`src/rtl/msgu_pkg.sv`:
```
`timescale 1ns/1ps
package msgu_pkg;
    localparam int NCH     = 4;
    localparam int DW      = 32;
    localparam int AW      = 6;
    localparam int WW      = AW - 2;
    localparam int CW      = $clog2(NCH);
    localparam int TE_BASE = 20;
    localparam int RF_BASE = 24;

    localparam logic [WW-1:0] W_RX0  = WW'(NCH);
    localparam logic [WW-1:0] W_STAT = WW'(2 * NCH);
    localparam logic [WW-1:0] W_CTRL = WW'(2 * NCH + 1);

    typedef enum logic [2:0] {
        ACC_NONE,
        ACC_TX,
        ACC_RX,
        ACC_STAT,
        ACC_CTRL
    } acc_kind_e;

    typedef struct packed {
        acc_kind_e       kind;
        logic [CW-1:0]   ch;
    } acc_t;

    function automatic int te_pos(input int n);
        return TE_BASE + (NCH - 1 - n);
    endfunction

    function automatic int rf_pos(input int n);
        return RF_BASE + (NCH - 1 - n);
    endfunction

    function automatic logic [DW-1:0] en_mask();
        logic [DW-1:0] m;
        m = '0;
        for (int n = 0; n < NCH; n++) begin
            m[te_pos(n)] = 1'b1;
            m[rf_pos(n)] = 1'b1;
        end
        return m;
    endfunction

    function automatic acc_t decode(input logic [AW-1:0] a);
        acc_t r;
        logic [WW-1:0] w;
        w = a[AW-1:2];
        r.ch = '0;
        if (w < W_RX0) begin
            r.kind = ACC_TX;
            r.ch   = CW'(w);
        end else if (w < W_STAT) begin
            r.kind = ACC_RX;
            r.ch   = CW'(w - W_RX0);
        end else if (w == W_STAT) begin
            r.kind = ACC_STAT;
        end else if (w == W_CTRL) begin
            r.kind = ACC_CTRL;
        end else begin
            r.kind = ACC_NONE;
        end
        return r;
    endfunction
endpackage

```
`src/rtl/msgu_lane.sv`:
```
`timescale 1ns/1ps
module msgu_lane
    import msgu_pkg::*;
(
    input  logic          clk,
    input  logic          rst,
    input  logic          push,
    input  logic          pop,
    input  logic [DW-1:0] wdata,
    output logic [DW-1:0] data,
    output logic          full
);
    always_ff @(posedge clk) begin
        if (rst) begin
            full <= 1'b0;
            data <= '0;
        end else if (push && !full) begin
            data <= wdata;
            full <= 1'b1;
        end else if (pop && full) begin
            full <= 1'b0;
        end
    end

    // an accepted push fills the slot with the pushed word
    a_r3_push_fills: assert property (@(posedge clk) disable iff (rst)
        push && !full |=> full && data == $past(wdata));

    // a push into an occupied slot changes nothing
    a_r5_drop_keeps_word: assert property (@(posedge clk) disable iff (rst)
        push && full && !pop |=> full && $stable(data));

    // a drain empties a full slot
    a_r4_pop_empties: assert property (@(posedge clk) disable iff (rst)
        pop && full |=> !full);
endmodule

```
`src/rtl/msgu_port.sv`:
```
`timescale 1ns/1ps
module msgu_port
    import msgu_pkg::*;
(
    input  logic                   clk,
    input  logic                   rst,
    input  logic                   wr_en,
    input  logic                   rd_en,
    input  logic [AW-1:0]          addr,
    input  logic [DW-1:0]          wdata,
    input  logic [NCH-1:0]         tx_full,
    input  logic [NCH-1:0]         rx_full,
    input  logic [NCH-1:0][DW-1:0] rx_data,
    output logic [NCH-1:0]         tx_push,
    output logic [NCH-1:0]         rx_pop,
    output logic [DW-1:0]          rdata,
    output logic                   irq
);
    localparam logic [DW-1:0] EN_MASK = en_mask();

    acc_t          acc;
    logic [DW-1:0] stat;
    logic [DW-1:0] ctrl_q;

    assign acc = decode(addr);

    always_comb begin
        stat = '0;
        for (int n = 0; n < NCH; n++) begin
            stat[te_pos(n)] = ~tx_full[n];
            stat[rf_pos(n)] = rx_full[n];
        end
    end

    always_comb begin
        for (int n = 0; n < NCH; n++) begin
            tx_push[n] = wr_en && acc.kind == ACC_TX && acc.ch == CW'(n);
            rx_pop[n]  = rd_en && acc.kind == ACC_RX && acc.ch == CW'(n);
        end
    end

    always_ff @(posedge clk) begin
        if (rst) begin
            ctrl_q <= '0;
        end else if (wr_en && acc.kind == ACC_CTRL) begin
            ctrl_q <= wdata & EN_MASK;
        end
    end

    always_comb begin
        case (acc.kind)
            ACC_RX:   rdata = rx_data[acc.ch];
            ACC_STAT: rdata = stat;
            ACC_CTRL: rdata = ctrl_q;
            default:  rdata = '0;
        endcase
    end

    assign irq = |(stat & ctrl_q);

    // control keeps only enable positions
    a_r7_ctrl_masked: assert property (@(posedge clk) disable iff (rst)
        wr_en && acc.kind == ACC_CTRL |=> ctrl_q == ($past(wdata) & EN_MASK));

    // no enable, no interrupt
    a_r8_quiet_when_disabled: assert property (@(posedge clk) disable iff (rst)
        ctrl_q == '0 |-> !irq);
endmodule

```
`src/rtl/msgu_top.sv`:
```
`timescale 1ns/1ps
module msgu_top
    import msgu_pkg::*;
(
    input  logic          clk,
    input  logic          rst,
    input  logic          a_wr_en,
    input  logic          a_rd_en,
    input  logic [AW-1:0] a_addr,
    input  logic [DW-1:0] a_wdata,
    output logic [DW-1:0] a_rdata,
    output logic          a_irq,
    input  logic          b_wr_en,
    input  logic          b_rd_en,
    input  logic [AW-1:0] b_addr,
    input  logic [DW-1:0] b_wdata,
    output logic [DW-1:0] b_rdata,
    output logic          b_irq
);
    logic [NCH-1:0]         ab_full, ba_full;
    logic [NCH-1:0][DW-1:0] ab_data, ba_data;
    logic [NCH-1:0]         a_push, a_pop, b_push, b_pop;

    for (genvar n = 0; n < NCH; n++) begin : g_ch
        msgu_lane u_ab (
            .clk   (clk),
            .rst   (rst),
            .push  (a_push[n]),
            .pop   (b_pop[n]),
            .wdata (a_wdata),
            .data  (ab_data[n]),
            .full  (ab_full[n])
        );
        msgu_lane u_ba (
            .clk   (clk),
            .rst   (rst),
            .push  (b_push[n]),
            .pop   (a_pop[n]),
            .wdata (b_wdata),
            .data  (ba_data[n]),
            .full  (ba_full[n])
        );
    end

    msgu_port u_port_a (
        .clk     (clk),
        .rst     (rst),
        .wr_en   (a_wr_en),
        .rd_en   (a_rd_en),
        .addr    (a_addr),
        .wdata   (a_wdata),
        .tx_full (ab_full),
        .rx_full (ba_full),
        .rx_data (ba_data),
        .tx_push (a_push),
        .rx_pop  (a_pop),
        .rdata   (a_rdata),
        .irq     (a_irq)
    );

    msgu_port u_port_b (
        .clk     (clk),
        .rst     (rst),
        .wr_en   (b_wr_en),
        .rd_en   (b_rd_en),
        .addr    (b_addr),
        .wdata   (b_wdata),
        .tx_full (ba_full),
        .rx_full (ab_full),
        .rx_data (ab_data),
        .tx_push (b_push),
        .rx_pop  (b_pop),
        .rdata   (b_rdata),
        .irq     (b_irq)
    );
endmodule

```
`config.mk`:
```
export PLATFORM = sky130hd
export DESIGN_NAME = msgu_top
export DESIGN_NICKNAME = d
export VERILOG_FILES = /design/src/rtl/msgu_pkg.sv /design/src/rtl/msgu_lane.sv /design/src/rtl/msgu_port.sv /design/src/rtl/msgu_top.sv
export SDC_FILE = /design/constraint.sdc
export NUM_CORES = 1
export LEC_CHECK = 0
export BUFFER_PORTS_ARGS = -buffer_cell sky130_fd_sc_hd__buf_2
export CORE_MARGIN = 4
export CORE_UTILIZATION = 53
export CTS_BUF_LIST = sky130_fd_sc_hd__clkbuf_4 sky130_fd_sc_hd__clkbuf_8 sky130_fd_sc_hd__clkbuf_16
export DETAILED_ROUTE_END_ITERATION = 7
export PLACE_DENSITY = 0.8
export SETUP_SLACK_MARGIN = 0.05
export SLEW_MARGIN = 5
export SYNTH_ARGS = -nofsm -noshare
export SYNTH_HDL_FRONTEND = slang
export SYNTH_SLANG_ARGS = --single-unit
export TNS_END_PERCENT = 1
```
`constraint.sdc`:
```
create_clock -name clk -period 1.4 [get_ports clk]
set_input_delay 0.07 -clock clk [delete_from_list [all_inputs] [get_ports clk]]
set_output_delay 0.07 -clock clk [all_outputs]
set_load 0.02 [all_outputs]
```
==> summary by stage, run 1 <==
Clock network
The deepest clock path buffer count is 3. The number of buffers created by CTS is 30. The clock tree root driver cell is clkbuf_16. In this run the number of H-tree levels came out at 1. The TritonCTS clock tree is yes. At the later pin of the worst-skew pair, clock insertion delay measures 0.55 ns.

The clock transition at the registers of the reported paths is 0.06 ns. Clock tree synthesis found a total of 280 sinks.

Synthesis
In this run, synthesis inferred 0 flip-flops with an integrated enable. The commonest register cell after synthesis is dfxtp_1. The mapped netlist covers 13,300 um2.

Counting every net in the synthesized netlist gives 1,381. The average cell area after synthesis is 10.2 um2. The register bit total from synthesis is 280. After technology mapping, the gate count stands at 1,299.

Yosys mapped the design onto 32 distinct sky130hd cell types. Of the synthesized area, sequential elements account for 0.422. The fraction of registers with async set/reset is 0. For this run, the number of Yosys warnings is 0.

Timing
In the final timing run, aggregate negative setup slack is -13.29 ns. Setup repair after global routing could not meet its margin everywhere. In the post-route analysis, the smallest setup slack over all paths is -0.338 ns. At the pin with the least slew margin, the transition time is 0.497 ns.

Derived from the worst setup path, the maximum achievable clock frequency is 575 MHz. The total count of max-transition violations in the final report is 0. Setup violations remaining at the end of the flow were counted as 92. Across the routed clock network, the largest skew measured is 0.0127 ns. The total count of hold-check failures in the final report is 0. The max-slew headroom at the worst pin is 0.669.

In the finished design, the share of the clock period the worst path needs comes to 1.24. The final critical-path required period is 1.74 ns.

Global route
The global-route usage over all layers is 0.235. The global-route wire length before repair is 55,000 um. The number of global-route vias before repair was 10,600. The number of antenna violations at the first check in global routing is 2.

The maximum number of pins on one net before global-route repair is 88. The total overflow left after global routing is 0.

Floorplan
The area of the die is 27,600 um2. The number of I/O pins is 148. The die is 166 um wide. The starting utilization of the core area is 0.542.

The row count is 57. The core region is 24,500 um2. The floorplan step set the die height to 166 um.

Route
The ratio of routed vias to standard cells is 5.48. The detail-routed net length per standard cell is 18.2 um. The wire length after detailed routing is 33,800 um. In the routed design, unresolved DRC markers number 0. The pre-antenna-repair detailed-routing pass consisted of 5 iterations. The number of DRC violations after detailed-routing iteration 0 is 605.

Across all layers, the routed design uses 10,200 vias. Once detail routing completed, the nets flagged for antenna violations numbered 0.

Worst setup path
The type of the setup path with the least slack is reg2out. STA classifies the critical path startpoint as a register. Traced cell by cell, the critical path runs through buf_6, nor2b_1, o32a_1, o21ai_1, buf_4. For this run, the slowest stage of the critical path takes 0.33 ns. The worst path buffer plus inverter count is 2. Of all nets on the critical path, the largest fanout is 5. The register-to-register setup slack is -0.17 ns.

Data on the critical path is required at its endpoint by 1.33 ns. For the worst setup path, the data arrival time is 1.67 ns. The cell with the biggest individual delay on the critical path is dfxtp_2. The nature of the critical path endpoint is an output port.

The kind of cell with the highest combined delay on the critical path is compound AO/OA/AOI/OAI gates.

Power and ir drop
The power consumption is 17.4 mW. The static leakage is 7.69 nW. Dividing total power by cell area gives a power density of 1040 nW/um2. The worst-case IR drop observed on VDD is 0.936 mV.

Finish
From synthesis to final layout, the design area changed by 25.8%. The fraction of final layout cells with drive strength greater than 1 is 0.215. The number of nets in the layout is 1,590.

Counting the fill cells in the layout gives 1,828.

Place
The detailed-placement wirelength estimate is 20,500 um. At the end of routability-driven placement, the weighted congestion stood at 0.835. The number of I/O port buffers is 143.

Min path
The tightest min-delay check is of the in2reg type.

Status
The flow ran to the end, but the final reports show violations. The checks that failed: negative setup slack.

Run
The number of max-cap violations is 0.
[cell usage in the layout, fill, tap and decap left out, types with 24 or more instances in the layout]
master | synthesis | routed
mux2i_1 | 384 | 381
nand2b_1 | 340 | 340
a221o_1 | 24 | 24
buf_4 | 0 | 77
clkbuf_16 | 0 | 31
buf_2 | 37 | 101
nor2_1 | 29 | 28
dfxtp_1 | 280 | 248
dlygate4sd3_1 | 0 | 66
dfxtp_2 | 0 | 29
[report_power, final]
| part | total (mW) | internal [mW] | leakage [nW] | switching [mW] |
|---|---|---|---|---|
| logic | 1.49 | 0.756 | 4.91 | 0.738 |
| clock network | 7.80 | 4.62 | 0.504 | 3.18 |
| registers | 8.13 | 8.07 | 2.28 | 0.0630 |
| total | 17.4 | 13.4 | 7.69 | 3.99 |
[synthesized netlist by cell type, drive strengths merged (9+ instances only)]
cell	n	area (um2)
clkbuf	61	229
o22ai	24	150
nor2b	12	75.1
nand3b	9	67.6
buf	41	223
a221o	24	240
nor2	29	109
nand2b	340	2130
o21ai	22	110
a21oi	10	50.1
mux2i	384	3840
dfxtp	280	5610
[state kept, by name (all words and copies together), names as in the netlist]
register and flops:
g_ch.u_ab.data 128, g_ch.u_ab.full 4, g_ch.u_ba.data 128, g_ch.u_ba.full 4
u_port_a.ctrl_q 8, u_port_b.ctrl_q 8
[worst paths after layout]
check | start | end | cells past startpoint
min | a_wdata[21] | g_ch[0].u_ab.data[21] | 3
min reg2reg | g_ch[3].u_ab.data[19] | g_ch[3].u_ab.data[19] | 2
max reg2reg | g_ch[1].u_ab.full | g_ch[1].u_ab.data[5] | 3
max | g_ch[1].u_ab.full | a_rdata[22] | 5
[kinds of logic (layout without fill, tap and decap cells)]
kind of cell | after synthesis | in the layout | share of synthesized area
other | 0 | 1 | 0
flip-flops | 280 | 280 | 0.422
buffers and inverters | 110 | 340 | 0.0363
AND/OR/NAND/NOR | 423 | 423 | 0.196
AO/OA/AOI/OAI | 102 | 102 | 0.0558
multiplexers | 384 | 384 | 0.290
[metrics by stage]
| stage | utilization | std cells | cell area, um2 | worst slack (ns) | hold WS, ns |
|---|---|---|---|---|---|
| after floorplan | - | 1299 | 13300 | -0.0414 | 0.291 |
| after global routing | 0.682 | 1854 | 16700 | -0.402 | 0.0161 |
| final | 0.682 | 1854 | 16700 | -0.338 | 0.0234 |
| after global placement | 0.600 | 1729 | 14700 | -0.219 | 0.401 |
| after CTS | 0.679 | 1853 | 16600 | -0.350 | 0.00612 |
| after detailed placement | 0.600 | 1729 | 14700 | -0.251 | 0.415 |
[routing by layer]
layer,vias to the layer above,GRT usage,share of wire
met4,2,0.0711,0.029
met2,250,0.406,0.49
li1,4902,-,-
met5,-,0,0.00038
met3,79,0.0402,0.049
met1,4934,0.301,0.43
[repair_timing]
action / 4_1_cts / 5_1_grt
buffers inserted: 5 / 0
endpoints found under the hold margin: 265 / 0
hold buffers: 66 / 0
resized for setup: 83 / 37
endpoints found under the setup margin: 138 / 196
pin swaps: 21 / 12
[worst reg2reg max path, stage by stage (launching register included)]
cell	delay (ns)
dfxtp_2	0.33
or4_2	0.70
buf_12	0.24
mux2i_2	0.19
[layout make-up]
type | count | area, um2 | share of cell area
timing repair buffer | 279 | 2300 | 0.138
sequential | 280 | 5650 | 0.339
clock buffer | 41 | 895 | 0.0536
multi-input combinational | 909 | 7310 | 0.438
tap | 324 | 405 | 0.0243
inverter | 8 | 30.0 | 0.00180
clock inverter | 12 | 88.8 | 0.00532
antenna | 1 | 2.50 | 0.000150
Power figures use the tool's default switching activity.
==> inputs of run 2 (changes only) <==
- CAP_MARGIN: default -> 10
- CORE_ASPECT_RATIO: default -> 0.6
==> summary by stage, run 2 (synthesis results as in run 1) <==
Clock network
For this design, the sink count on the clock tree is 280. Counting the buffers created by CTS gives 27. The clock transition at the registers of the reported paths is 0.06 ns. In this run the number of H-tree levels came out at 1. No sink is reached through more buffers than the 3 on the longest clock path. TritonCTS built the clock tree. The clock tree root driver cell is clkbuf_16. The clock latency of the later-clocked register in the worst-skew pair is 0.54 ns.

Worst setup path
The destination of the worst register-to-register timing path is g_ch[0].u_ab.data[29]. By startpoint and endpoint, the worst setup path is classified as reg2out. The data required time at the worst endpoint is 1.33 ns. The startpoint type of the worst setup path is a register. STA classifies the critical path endpoint as an output port. The largest single stage delay on the critical path is 0.32 ns. The worst reg2reg path depth is 3. The worst register-to-register path begins at g_ch[0].u_ab.full.

The register-to-register setup slack is 0.02 ns. The largest individual stage delay along the critical path comes from the cell dfxtp_2. The critical path goes through buf_6, nor2b_4, o32a_1, o21ai_1, buf_4. Of all nets on the critical path, the largest fanout is 5. At the worst endpoint, the arrival time is 1.66 ns.

Timing
Summed over all failing endpoints, the final setup total negative slack is -8.51 ns. In this run the tightest slew margin relative to its limit is 0.678. The post-route worst setup slack is -0.332 ns. The number of setup violations in the final report is 50. Dividing the final minimum period by the clock period gives 1.24. Setup repair after global routing could not meet its margin everywhere. The total count of max-transition violations in the final report is 0. For the final database, setup skew stands at 0.0123 ns. The slew at the pin with the worst max-slew slack is 0.483 ns.

The total count of hold-check failures in the final report came to 0. The smallest clock period supported by the final layout is computed as 1.73 ns. Based on the critical path, the design can be clocked at up to 577 MHz.

Place
The detailed-placement wirelength estimate is 21,500 um. The number of placed instances, taps included, is 1,720. Port buffering added 143 buffers. Routability-driven placement finished with a final weighted congestion of 0.816.

Floorplan
For this design the top-level I/O count stands at 148. The starting utilization of the core area is 0.544. The area of the die is 27,700 um2. The row count is 44. The floorplan core area is 24,400 um2. The die extent in x is 212 um. The die outline height is 131 um.

Status
The run finished, with violations left. The checks that failed: negative setup slack.

Min path
The tightest min-delay check is of the in2reg type. The count of cells along the worst hold path is 3. The worst min-delay path startpoint is a_wdata[24]. The hold path endpoint is g_ch[1].u_ab.data[24].

Global route
The first global-routing pass estimated 54,500 um of wire. Entering global routing, the biggest net connects 64 pins. The number of global-route vias before repair was 10,400. The final global-route overflow total is 0.

The number of antenna violations at the first check in global routing is 1. The global-route usage over all layers is 0.240.

Finish
Of the cells placed in the final design, the portion with a size suffix greater than 1 is 0.206. The most common library cell in the layout ignoring fill and taps is mux2i_1. The count of non-filler cells in the finished layout is 1,838. In the final layout, the registers with the most flip-flops are g_ch.u_ab.data: 128 flops, g_ch.u_ba.data: 128 flops. The final cell utilization of the core is 0.682. Relative to the synthesized area, the layout overhead comes to 25.4%.

For this run, the post-layout net count is 1,576. In the layout the commonest cells are 380 x mux2i_1, 340 x nand2b_1, 252 x dfxtp_1.

Route
For this run, the detailed router's first-pass iteration total came to 5. The detailed router used layers up to and including met4. Detailed routing placed a total of 1470 um of wire on met3. The detail route stage leaves a number of antenna-violating nets equal to 0. The vias after detailed routing is 10,000. The wire length after detailed routing is 33,600 um. The routed design uses 15,600 um of met2 wire. The number of DRC violations after detailed-routing iteration 0 is 619. The count of unresolved DRC violations after routing is 0. Dividing the detail-routed via count by the number of cells gives 5.47.

For this block, wires on met1 add up to 16,000 um. The detail-routed net length per standard cell is 18.3 um.

Power and ir drop
The power per cell area is 1070 nW/um2. The cell internal power dissipation is 13.8 mW. The proportion of power drawn by combinational gates is 0.084.

The worst-case vdd ir drop is 0.959 mV. The share of total power dissipated in sequential elements is 0.457. Summed over all nets, the switching power comes to 4.00 mW. The power consumption is 17.8 mW. The fraction of power spent switching nets is 0.225. The share of total power dissipated in the clock network is 0.459. The static leakage is 7.64 nW.

Run
Across the run, the number of max-cap violations was 0.
run 2: cell count changes in the layout (fill, tap and decap cells not counted), sizes merged:
cell         delta
buf             -9
clkbuf          -8
bufinv          +5
clkinv          -4
clkinvlp        +2
dlygate4sd3     -1
inv             +1
run 2: timing repair:
item	in CTS	in global routing
endpoints found under the setup margin	137	152
setup buffers	2	0
resized for setup	78	33
pin swaps	20	12
hold buffers	65	0
hold endpoints to repair	255	0
run 2: critical path: cells and delay by family (launching register included):
family	cells	cell delay, ns
AOI/OAI and AO/OA	2	0.38
DFF	1	0.32
buffers and inverters	2	0.29
and+or+nand+nor	1	0.11
run 2: worst max path at each step:
stage / startpoint / to / slack, ns / depth (start not counted)
after floorplan: b_addr[3] / b_rdata[0] / -0.04 / 5
after global placement: a_addr[5] / g_ch[0].u_ab.data[24] / -0.20 / 5
after detailed placement: a_addr[5] / g_ch[0].u_ab.data[29] / -0.21 / 5
after CTS: g_ch[0].u_ab.full / a_rdata[23] / -0.39 / 5
after global routing: g_ch[3].u_ba.full / b_rdata[20] / -0.40 / 5
final: g_ch[3].u_ba.full / b_rdata[20] / -0.33 / 5
run 2: per-layer routing:
metal,vias to the layer above,GRT usage
li1,4883,-
met4,0,0.0496
met5,-,0
met1,4913,0.338
met3,41,0.0370
met2,211,0.397
run 2: power groups by stage:
stage / clock, mW / sequential (mW) / combinational [mW]
finish: 8.16 / 8.13 / 1.49
global route: 8.60 / 8.13 / 1.59
CTS: 8.29 / 8.12 / 1.46
detailed placement: 0 / 8.31 / 1.29
global placement: 0 / 8.31 / 1.27
floorplan: 0 / 8.29 / 0.824
run 2: cell type report:
class,count,area (um2)
Antenna cell,1,2.50
Clock buffer,34,759
Clock inverter,16,239
Fill cell,1852,7750
Inverter,8,30.0
Multi-Input combinational cell,909,7310
Sequential cell,280,5650
Tap cell,322,403
Timing Repair Buffer,268,2230
run 2: through the flow:
| step | hold slack, ns | worst slack [ns] | area [um2] |
|---|---|---|---|
| 2_1_floorplan | 0.291 | -0.0414 | 13300 |
| 3_3_place_gp | 0.405 | -0.205 | 14700 |
| 3_5_place_dp | 0.418 | -0.215 | 14700 |
| 4_1_cts | 0.00112 | -0.394 | 16500 |
| 5_1_grt | 0.0250 | -0.396 | 16600 |
| 6_report | 0.0113 | -0.332 | 16600 |
==> inputs of run 3 (changes only) <==
- CORE_UTILIZATION: 53 -> 55
- SETUP_SLACK_MARGIN: 0.05 -> default
- clock period: 1.4 -> 1.6 ns (I/O delays scaled with it)
==> summary by stage, run 3 (synthesis results as in run 1) <==
Timing
The period utilization is 1.09. The peak clock frequency supported by timing is 574 MHz. Setup repair after global routing could not meet its margin everywhere. Across all setup checks in the final design, the least slack found is -0.144 ns. Headroom to the max-slew limit came out at 0.656. The final critical-path required period is 1.74 ns. Setup violations remaining at the end of the flow were counted as 17. The total count of max-transition violations in the final report is 0.

The total count of hold-check failures in the final report is 0. Across all hold checks on the routed design, the worst slack comes to 0.0298 ns. At the pin with the least slew margin, the transition time is 0.516 ns. The final worst clock skew is 0.0112 ns. The total negative slack for setup checks is -1.61 ns.

Worst setup path
The startpoint type of the worst setup path is a register. The kind of cell with the highest combined delay on the critical path is compound AO/OA/AOI/OAI gates. The register-to-register setup slack is 0.05 ns.

The nature of the critical path endpoint is an output port. The type of the setup path with the least slack is reg2out. The endpoint identified for the worst register-to-register timing path is g_ch[1].u_ab.data[23].

The arrival time at the worst endpoint is 1.66 ns. At the worst endpoint, the required time is 1.52 ns. Together, buffers and inverters on the worst path number 1.

On the worst path, the slowest cell contributes a delay of 0.35 ns. The worst reg2reg path depth is 3. The critical path goes through nor2b_1, o32a_1, o21ai_1, buf_4. For this design, the slowest cell found on the critical path is dfxtp_2.

The reg-to-reg critical path startpoint is g_ch[1].u_ab.full. The highest net fanout along the worst path is 5.

Min path
The worst hold path begins at a_wdata[26]. Counting instances, the worst hold path has a depth of 3. The hold path endpoint is g_ch[2].u_ab.data[26].

The worst hold path class is in2reg.

Floorplan
The starting utilization of the core area is 0.567. The die covers 26,800 um2. From left edge to right edge, the die measures 209 um. In this run the count of I/O pins placed on the die edge is 148. The floorplan core area is 23,400 um2. The row count is 43. The die is 128 um tall.

Power and ir drop
The worst-case vdd ir drop is 0.689 mV. The fraction of power spent switching nets is 0.231. The switching power summed over all nets is 3.43 mW. The static leakage is 7.51 nW.

The share of total power dissipated in the clock network is 0.436. For this design the ratio of total power to cell area is 912 nW/um2. Cell internal power was estimated by the tool at 11.4 mW. The share of total power dissipated in sequential elements is 0.479.

The share of total power dissipated in combinational logic is 0.085. The power consumption is 14.8 mW.

Clock network
The maximum level of the CTS H-tree is 1. The CTS sink count is 280. The clock latency of the later-clocked register in the worst-skew pair is 0.53 ns. The TritonCTS clock tree is yes.

The clock tree root driver cell is clkbuf_16. Clock-pin slew was measured on the worst setup and hold paths at 0.07 ns. Clock tree synthesis inserted a total of 26 buffers. The deepest clock path buffer count is 3.

Route
The iteration count of the initial detailed-routing pass is 5. Once detail routing completed, the nets flagged for antenna violations numbered 0. The vias after detailed routing is 10,100.

The count of unresolved DRC violations after routing is 0. The first routing iteration left 685 violations. The detail-routed net length per standard cell is 18.6 um. The ratio of routed vias to standard cells is 5.55.

The wire length after detailed routing is 33,700 um.

Finish
0 antenna diodes ended up in the layout. In the final layout, the registers with the most flip-flops are g_ch.u_ab.data: 128 flops, g_ch.u_ba.data: 128 flops. The number of nets in the layout is 1,560. Leaving out fill and tap cells, the most frequent cells in the layout are 378 x mux2i_1, 340 x nand2b_1, 264 x dfxtp_1. The final cell utilization of the core is 0.695. The fraction of final layout cells with drive strength greater than 1 is 0.186. Leaving out fill and tap cells, the most frequent cell in the layout is mux2i_1. For this run, the number of standard cells in the final layout without fillers is 1,813. The final cell area excluding filler cells is 16,300 um2. The relative area change from synthesis to final layout is 22.7%.

Status
The final reports fail on negative setup slack. The run finished, with violations left.

Place
The number of placed instances, taps included, is 1,699. Buffers placed on the I/O ports in this run total 143. The detailed-placement wirelength estimate is 21,900 um.

The setup slack after placement is -0.0313 ns. The instance area after placement is 14,500 um2. The congestion estimate from routability-driven global placement came to 0.851.

Run
The number of max-cap violations is 0.

Global route
The maximum number of pins on one net before global-route repair is 77. The global-route usage over all layers is 0.244. The number of antenna violations at the first check in global routing is 0.

Global routing finished with a remaining overflow of 0. The number of global-route vias before repair is 10,100. The global-route wire length before repair is 54,300 um.
## run 3: cell types whose count changed in the layout (fill, tap and decap cells not counted), moves of 5 or more
cell,before,now
buf_4,65,30
buf_2,104,131
dfxtp_1,252,264
dfxtp_2,23,13
mux2i_4,0,5
## run 3: worst max-delay path by stage
| stage | from | to | slack (ns) | cells past startpoint |
|---|---|---|---|---|
| 2_1_floorplan | a_addr[5] | a_rdata[10] | 0.12 | 5 |
| 3_3_place_gp | a_addr[5] | g_ch[0].u_ab.data[27] | 0.02 | 5 |
| 3_5_place_dp | a_addr[5] | a_rdata[27] | -0.03 | 6 |
| 4_1_cts | g_ch[0].u_ab.full | a_rdata[23] | -0.16 | 5 |
| 5_1_grt | g_ch[1].u_ab.full | a_rdata[22] | -0.19 | 5 |
| 6_report | g_ch[0].u_ba.full | b_rdata[23] | -0.14 | 4 |
## run 3: per-layer routing
metal / share of wire / track usage
met1: 0.49 / 0.363
met2: 0.44 / 0.381
met3: 0.050 / 0.0367
met4: 0.017 / 0.0463
met5: 0 / 0
## run 3: worst reg2reg max path, cell delays in order (launching register included)
cell and delay, ns:
dfxtp_2 0.33, or4_2 0.75, buf_12 0.22, mux2i_1 0.14
## run 3: cell type report
type	instances	area, um2
clock buffers	37	776
multi-input cells	909	7310
repair buffers	253	2010
fillers	1732	7130
clock inverters	11	119
flip-flops and latches	280	5630
inverters	8	30.0
well taps	315	394
## run 3: timing repair
item	in CTS	in global routing
setup endpoints to repair	18	31
hold buffers	64	0
buffers inserted	3	0
hold endpoints to repair	258	0
pin swaps	11	6
gates resized for setup	50	14
## run 3: power by group through the flow
stage	Clock [mW]	Combinational [mW]	Sequential, mW
final	6.47	1.26	7.12
after global routing	6.86	1.34	7.12
after CTS	6.56	1.24	7.11
after detailed placement	0	1.10	7.27
after global placement	0	1.08	7.27
after floorplan	0	0.717	7.26
